<file path="config.mk">
export PLATFORM = sky130hd
export DESIGN_NAME = gamma_pwl
export DESIGN_NICKNAME = d
export VERILOG_FILES = /design/src/rtl/gamma_pkg.sv /design/src/rtl/gamma_knot_bank.sv /design/src/rtl/gamma_seg_decode.sv /design/src/rtl/gamma_interp.sv /design/src/rtl/gamma_pwl.sv
export SDC_FILE = /design/constraint.sdc
export NUM_CORES = 2
export LEC_CHECK = 0
export BUFFER_PORTS_ARGS = -buffer_cell sky130_fd_sc_hd__buf_4
export CAP_MARGIN = 5
export CORE_MARGIN = 4
export CORE_UTILIZATION = 60
export CTS_CLUSTER_SIZE = 10
export DETAILED_ROUTE_END_ITERATION = 10
export PLACE_DENSITY = 0.74
export SLEW_MARGIN = 20
export SYNTH_ARGS = -nofsm -noshare
export SYNTH_HDL_FRONTEND = slang
export SYNTH_SLANG_ARGS = --single-unit
</file>
<file path="constraint.sdc">
create_clock -name clk -period 31.9 [get_ports clk]
set_input_delay 1.595 -clock clk [delete_from_list [all_inputs] [get_ports clk]]
set_output_delay 1.595 -clock clk [all_outputs]
set_load 0.01 [all_outputs]
</file>
<file path="src/rtl/gamma_pkg.sv">
package gamma_pkg;
  localparam int IN_W       = 12;
  localparam int OUT_W      = 10;
  localparam int FINE_LOG   = 3;
  localparam int FINE_SEGS  = 8;
  localparam int SUBDIV_LOG = 2;
  localparam int SUBDIV     = 1 << SUBDIV_LOG;
  localparam int OCT_FIRST  = FINE_LOG + $clog2(FINE_SEGS);
  localparam int NSEG       = FINE_SEGS + (IN_W - OCT_FIRST) * SUBDIV;
  localparam int NKNOT      = NSEG + 1;
  localparam int SEG_W      = $clog2(NSEG);
  localparam int ADDR_W     = $clog2(NKNOT);
  localparam int SH_W       = $clog2(IN_W);
  localparam int DIFF_W     = OUT_W + 1;
  localparam int PROD_W     = DIFF_W + IN_W + 1;

  typedef logic [OUT_W-1:0] ord_t;

  typedef struct packed {
    logic [SEG_W-1:0] seg;
    logic [SH_W-1:0]  sh;
    logic [IN_W-1:0]  off;
  } seg_t;
endpackage

</file>
<file path="src/rtl/gamma_knot_bank.sv">
module gamma_knot_bank
  import gamma_pkg::*;
(
  input  logic                           clk,
  input  logic                           rst_n,
  input  logic                           frame_active,
  input  logic                           fade_req,
  input  logic                           wr_en,
  input  logic [ADDR_W-1:0]              wr_addr,
  input  logic [OUT_W-1:0]               wr_data,
  output logic [NKNOT-1:0][OUT_W-1:0]    act_y,
  output logic                           act_fade
);
  logic [NKNOT-1:0][OUT_W-1:0] pend_q, pend_d, act_q;
  logic                        fade_q;
  logic                        load_en;

  assign load_en = !frame_active;

  for (genvar i = 0; i < NKNOT; i++) begin : g_knot
    always_comb begin
      pend_d[i] = pend_q[i];
      if (wr_en && (wr_addr == ADDR_W'(i))) pend_d[i] = wr_data;
    end
  end

  always_ff @(posedge clk or negedge rst_n) begin
    if (!rst_n) begin
      pend_q <= '0;
      act_q  <= '0;
      fade_q <= 1'b0;
    end else begin
      pend_q <= pend_d;
      if (load_en) begin
        act_q  <= pend_q;
        fade_q <= fade_req;
      end
    end
  end

  assign act_y    = act_q;
  assign act_fade = fade_q;

  // active curve frozen while a frame streams
  a_r7_hold_in_frame: assert property (@(posedge clk) disable iff (!rst_n)
    frame_active |=> ($stable(act_q) && $stable(fade_q)));

  // out-of-range writes leave every pending knot untouched
  a_r6_bad_addr_ignored: assert property (@(posedge clk) disable iff (!rst_n)
    (wr_en && (wr_addr >= ADDR_W'(NKNOT))) |=> $stable(pend_q));
endmodule

</file>
<file path="src/rtl/gamma_seg_decode.sv">
module gamma_seg_decode
  import gamma_pkg::*;
(
  input  logic [IN_W-1:0] x_i,
  output seg_t            seg_o
);
  always_comb begin
    seg_o.seg = SEG_W'(x_i >> FINE_LOG);
    seg_o.sh  = SH_W'(FINE_LOG);
    seg_o.off = x_i & IN_W'((1 << FINE_LOG) - 1);
    for (int p = OCT_FIRST; p < IN_W; p++) begin
      if (x_i[p]) begin
        seg_o.seg = SEG_W'(FINE_SEGS + (p - OCT_FIRST) * SUBDIV
                           + 32'(x_i[p-1 -: SUBDIV_LOG]));
        seg_o.sh  = SH_W'(p - SUBDIV_LOG);
        seg_o.off = x_i & ((IN_W'(1) << (p - SUBDIV_LOG)) - IN_W'(1));
      end
    end
  end
endmodule

</file>
<file path="src/rtl/gamma_interp.sv">
module gamma_interp
  import gamma_pkg::*;
(
  input  logic [OUT_W-1:0] y0_i,
  input  logic [OUT_W-1:0] y1_i,
  input  logic [IN_W-1:0]  off_i,
  input  logic [SH_W-1:0]  sh_i,
  output logic [OUT_W-1:0] y_o
);
  logic signed [DIFF_W-1:0] diff;
  logic signed [PROD_W-1:0] diff_x, off_x, prod, step;
  logic signed [PROD_W:0]   sum;

  always_comb begin
    diff   = $signed({1'b0, y1_i}) - $signed({1'b0, y0_i});
    diff_x = PROD_W'(diff);
    off_x  = PROD_W'({1'b0, off_i});
    prod   = diff_x * off_x;
    step   = prod >>> sh_i;
    sum    = (PROD_W+1)'(step) + (PROD_W+1)'($signed({1'b0, y0_i}));
    if (sum < 0)
      y_o = '0;
    else if (sum > (PROD_W+1)'((1 << OUT_W) - 1))
      y_o = '1;
    else
      y_o = sum[OUT_W-1:0];
  end
endmodule

</file>
<file path="src/rtl/gamma_pwl.sv">
module gamma_pwl
  import gamma_pkg::*;
(
  input  logic              clk,
  input  logic              rst_n,
  input  logic              frame_active,
  input  logic              fade_black,
  input  logic              wr_en,
  input  logic [ADDR_W-1:0] wr_addr,
  input  logic [OUT_W-1:0]  wr_data,
  input  logic              in_valid,
  input  logic [IN_W-1:0]   in_sample,
  output logic              out_valid,
  output logic [OUT_W-1:0]  out_sample
);
  // reset: asynchronous assert, synchronous release
  logic [1:0] rst_pipe_q;
  logic       rst_sync_n;

  always_ff @(posedge clk or negedge rst_n) begin
    if (!rst_n) rst_pipe_q <= '0;
    else        rst_pipe_q <= {rst_pipe_q[0], 1'b1};
  end
  assign rst_sync_n = rst_pipe_q[1];

  logic [NKNOT-1:0][OUT_W-1:0] act_y;
  logic                        act_fade;

  gamma_knot_bank u_bank (
    .clk          (clk),
    .rst_n        (rst_sync_n),
    .frame_active (frame_active),
    .fade_req     (fade_black),
    .wr_en        (wr_en),
    .wr_addr      (wr_addr),
    .wr_data      (wr_data),
    .act_y        (act_y),
    .act_fade     (act_fade)
  );

  seg_t seg;

  gamma_seg_decode u_dec (
    .x_i   (in_sample),
    .seg_o (seg)
  );

  // stage 1: segment lookup
  logic [ADDR_W-1:0] idx_lo, idx_hi;
  ord_t              y0_d, y1_d;
  ord_t              y0_q, y1_q;
  logic [IN_W-1:0]   off_q;
  logic [SH_W-1:0]   sh_q;
  logic              v1_q;

  always_comb begin
    idx_lo = ADDR_W'(seg.seg);
    idx_hi = idx_lo + ADDR_W'(1);
    y0_d   = act_fade ? '0 : act_y[idx_lo];
    y1_d   = act_fade ? '0 : act_y[idx_hi];
  end

  always_ff @(posedge clk or negedge rst_sync_n) begin
    if (!rst_sync_n) begin
      v1_q  <= 1'b0;
      y0_q  <= '0;
      y1_q  <= '0;
      off_q <= '0;
      sh_q  <= '0;
    end else begin
      v1_q <= in_valid;
      if (in_valid) begin
        y0_q  <= y0_d;
        y1_q  <= y1_d;
        off_q <= seg.off;
        sh_q  <= seg.sh;
      end
    end
  end

  // stage 2: interpolation
  ord_t interp_y;
  ord_t out_q;
  logic ov_q;

  gamma_interp u_interp (
    .y0_i  (y0_q),
    .y1_i  (y1_q),
    .off_i (off_q),
    .sh_i  (sh_q),
    .y_o   (interp_y)
  );

  always_ff @(posedge clk or negedge rst_sync_n) begin
    if (!rst_sync_n) begin
      ov_q  <= 1'b0;
      out_q <= '0;
    end else begin
      ov_q <= v1_q;
      if (v1_q) out_q <= interp_y;
    end
  end

  assign out_valid  = ov_q;
  assign out_sample = out_q;

  // valid travels exactly two cycles
  a_r4_valid_follows: assert property (@(posedge clk) disable iff (!rst_sync_n)
    in_valid |=> ##1 out_valid);
  a_r4_idle_follows: assert property (@(posedge clk) disable iff (!rst_sync_n)
    !in_valid |=> ##1 !out_valid);

  // fade yields zero output
  a_r5_fade_zero: assert property (@(posedge clk) disable iff (!rst_sync_n)
    (in_valid && act_fade) |=> ##1 (out_sample == '0));

  // result lies between segment endpoints
  a_r3_between_ends: assert property (@(posedge clk) disable iff (!rst_sync_n)
    v1_q |=> (((out_sample >= $past(y0_q)) && (out_sample <= $past(y1_q))) ||
              ((out_sample <= $past(y0_q)) && (out_sample >= $past(y1_q)))));

  // the decoded offset fits inside its segment
  a_r1_offset_in_seg: assert property (@(posedge clk) disable iff (!rst_sync_n)
    v1_q |-> ((off_q >> sh_q) == '0));
endmodule

</file>
==> flow_summary.toml <==
[finish]
drive_above_1_share_pct = 36.7
antenna_cells = 0
final_cells = 3743
area_growth_pct = 8.62
stdcell_area_um2 = 41500
nNetsFinal = 3076
fillers = 4617

[pwr]
pwr-share-comb_pct = 58.7
intPower_mw = 2.63
sw_frac_of_total_pct = 43.4
seqPwrFrac_pct = 24.0
p_sw_mw = 2.02
p_leak_nw = 19.1
clkPwrFrac_pct = 17.2
ir_drop_v = 0.000191
power.density_nw_per_um2 = 112

[clock_network]
ctsResizeCount = 0
clk_pin_slew_ps = 60
post_cts_buffers = 0
cts_buffer_depth = 3
h-tree-depth = 3
cts_buffers = 81
hold_buffers = 0
clock-sinks = 708
cts_tree = "done"
cts-root-buf = "clkbuf_16"
clock_latency_ps = 620

[synth]
seq_area_frac_synth_pct = 46.4
ys_types = 91
synth_nets = 3093
synthArstFlopShare_pct = 100
synth_warnings = 0
ys_ff_latch = 708
synth_ff_type = "dfrtp_1"
synth_edf_count = 0
netlist_instances = 2900
syn_area_um2 = 38200
avgSynthCellArea_um2 = 13.2

[timing]
fmax_mhz = 88.7
setup_tns_ps = 0
hold_violations = 0
maxSlewViolCount = 0
setup-violations-final = 0
tightestPinTransition_ps = 1150
rsz0062_at_grt = "no"
period_minus_slack_ps = 11270
period_share_pct = 35.3
fin_ws_ps = 20630
maxSlewHeadroom_pct = 23.1
finClkSkew_ps = 15.7

[routing]
ant_nets = 0
drt_iter0_markers = 1913
dr.pass1.iters = 5
wl_per_cell_um = 25.5
route.detailed.drc = 0
via_count = 24500
viasPerCell = 6.54
drt_wl_total_um = 95500

[setup_path]
cpPeakStageDelay_ps = 510
r2r-end = "out_sample[3]"
end_kind = "register"
crit_fanout = 10
startpoint_type = "register"
critical_path.most_common_cell = "fa_1"
arrival_ps = 11730
reg2reg_from = "y0_q[1]"
critPathSlowestCell = "fa_1"
reg2regPathDepth = 44
rrSetupSlack_ps = 20630
crit_type = "register to register"
cp.required_ps = 32360

[floorplan]
start_util_pct = 60.5
die_h_um = 260
die-area_um2 = 67700
coreArea_um2 = 63100
die_w_um = 260
rows = 92
ioPinCount = 45

[placed_design]
hpwlAfterDp_um = 62600
placed_area_um2 = 39300
dp_slack_ps = 20720
dp_cells = 3645
gp_congestion = 0.911
port_buffers = 44

[global_routing]
use_met3_pct = 5.13
grt.busiest_layer = "met2"
grt_pass1_vias = 25900
grt.overflow.total = 0
grt_pass1_wl_um = 150000
grt_max_degree = 196
grt_use_total_pct = 28.9
globalRouteMet1Util_pct = 38.8
grt_antenna_before_repair = 1
grtUsageMet2_pct = 48.0

[worst_hold_path]
holdCritPathClass = "register to asynchronous set/reset pin"

[flow_run]
drv_cap = 0

[outcome]
outcome = "completed"
## layout by cell type (no fill, tap or decap), drive strengths merged, types with 18 or more instances in the layout
cell    Yosys  routed
dfrtp     708     708
mux2      669     669
mux4      166     166
nand2     136     136
inv       128     133
nor2      113     113
ha         94      94
clkbuf    144      90
buf        42      86
a211oi     82      82
a21oi      69      69
fa         65      65
o21ai      57      57
and2       54      54
nor2b      50      50
mux2i      44      44
nand3      22      22
a31oi      22      22
o22ai      18      18
xnor2      18      18
nor3       18      18
## final cells by class
class                   count  area [um2]  area share [%]
multi-input cells        1878       19300            46.6
clock buffers              90        2080            5.02
clock inverters             7        78.8           0.190
well taps                 846        1060            2.55
repair buffers             86         713            1.72
flip-flops and latches    708       17700            42.7
inverters                 128         480            1.16
## per-layer routing
metal,routed length [um],up-vias
li1,-,10500
met1,39400,13000
met2,47000,784
met3,5960,176
met4,3080,0
met5,0,-
## cell usage after synthesis (8+ instances only)
library cell / number / area share, %
clkbuf_1: 144 / 1.4
buf_1: 18 / 0.18
and2_1: 52 / 0.85
mux2i_1: 44 / 1.2
dfrtp_1: 708 / 46
a211oi_1: 79 / 1.6
nand3_1: 22 / 0.29
o21ai_1: 8 / 0.10
nor2_1: 113 / 1.1
mux4_2: 166 / 9.8
a31oi_1: 22 / 0.36
o211ai_1: 11 / 0.22
nor3_1: 17 / 0.22
nor2b_1: 50 / 0.82
fa_1: 65 / 3.4
nand2b_1: 11 / 0.18
buf_2: 20 / 0.26
ha_1: 94 / 3.1
o21ai_0: 48 / 0.63
inv_1: 127 / 1.2
xor2_1: 15 / 0.34
o22ai_1: 18 / 0.29
xnor2_1: 18 / 0.41
a21o_1: 9 / 0.18
mux2_2: 669 / 20
a21oi_1: 67 / 0.88
o21a_1: 12 / 0.24
a311oi_2: 11 / 0.43
nand2_1: 135 / 1.3
nor4_1: 10 / 0.16
## registers in the layout (all words and copies together), names as in the netlist, 2 cells and up
signal,flops
y1_q,10
off_q,9
rst_pipe_q,2
out_sample,10
u_bank.pend_q,330
u_bank.act_y,330
y0_q,10
sh_q,4
## power by group through the flow
| stage | logic, mW | clock network [mW] | registers [mW] |
|---|---|---|---|
| 2_1_floorplan | 2.09 | 0 | 1.11 |
| 3_3_place_gp | 2.68 | 0 | 1.12 |
| 3_5_place_dp | 2.70 | 0 | 1.13 |
| 4_1_cts | 2.72 | 0.819 | 1.12 |
| 5_1_grt | 3.02 | 0.855 | 1.13 |
| 6_report | 2.73 | 0.803 | 1.12 |
## worst max-delay path, delay by kind of cell (launching register included)
kind            cells  cell delay [ps]
buf+inv             3              200
mux                 2              870
simple gates       12             1790
flops               1              470
compound gates     17             3630
fa+ha+maj           8             3320
xor+xnor            2              820
## worst max-delay path by stage
stage,from,end,slack (ps),cells past startpoint
CTS,y0_q[1],out_sample[3],20680,44
global route,y0_q[1],out_sample[3],19790,44
floorplan,rst_pipe_q[1],off_q[0],10700,0
detailed placement,y0_q[1],out_sample[3],20720,44
finish,y0_q[1],out_sample[3],20630,44
global placement,y0_q[1],out_sample[9],20950,45
## through the flow
step / hold WS [ps] / utilization (%) / total power, mW
3_5_place_dp: 338 / 62.3 / 3.83
2_1_floorplan: 331 / - / 3.20
3_3_place_gp: 333 / 62.3 / 3.80
6_report: 331 / 65.8 / 4.65
4_1_cts: 347 / 65.7 / 4.66
5_1_grt: 366 / 65.8 / 5.00
## cells by family after synthesis
kind of cell	Yosys count	share of synthesized area (%)
AO/OA/AOI/OAI	352	6.58
AND/OR/NAND/NOR	453	5.86
adder cells (fa/ha/maj)	159	6.49
buffers and inverters	314	3.20
XOR/XNOR	34	0.799
multiplexers	879	30.7
other	1	0.00982
flip-flops	708	46.4
Power figures use the tool's default switching activity.
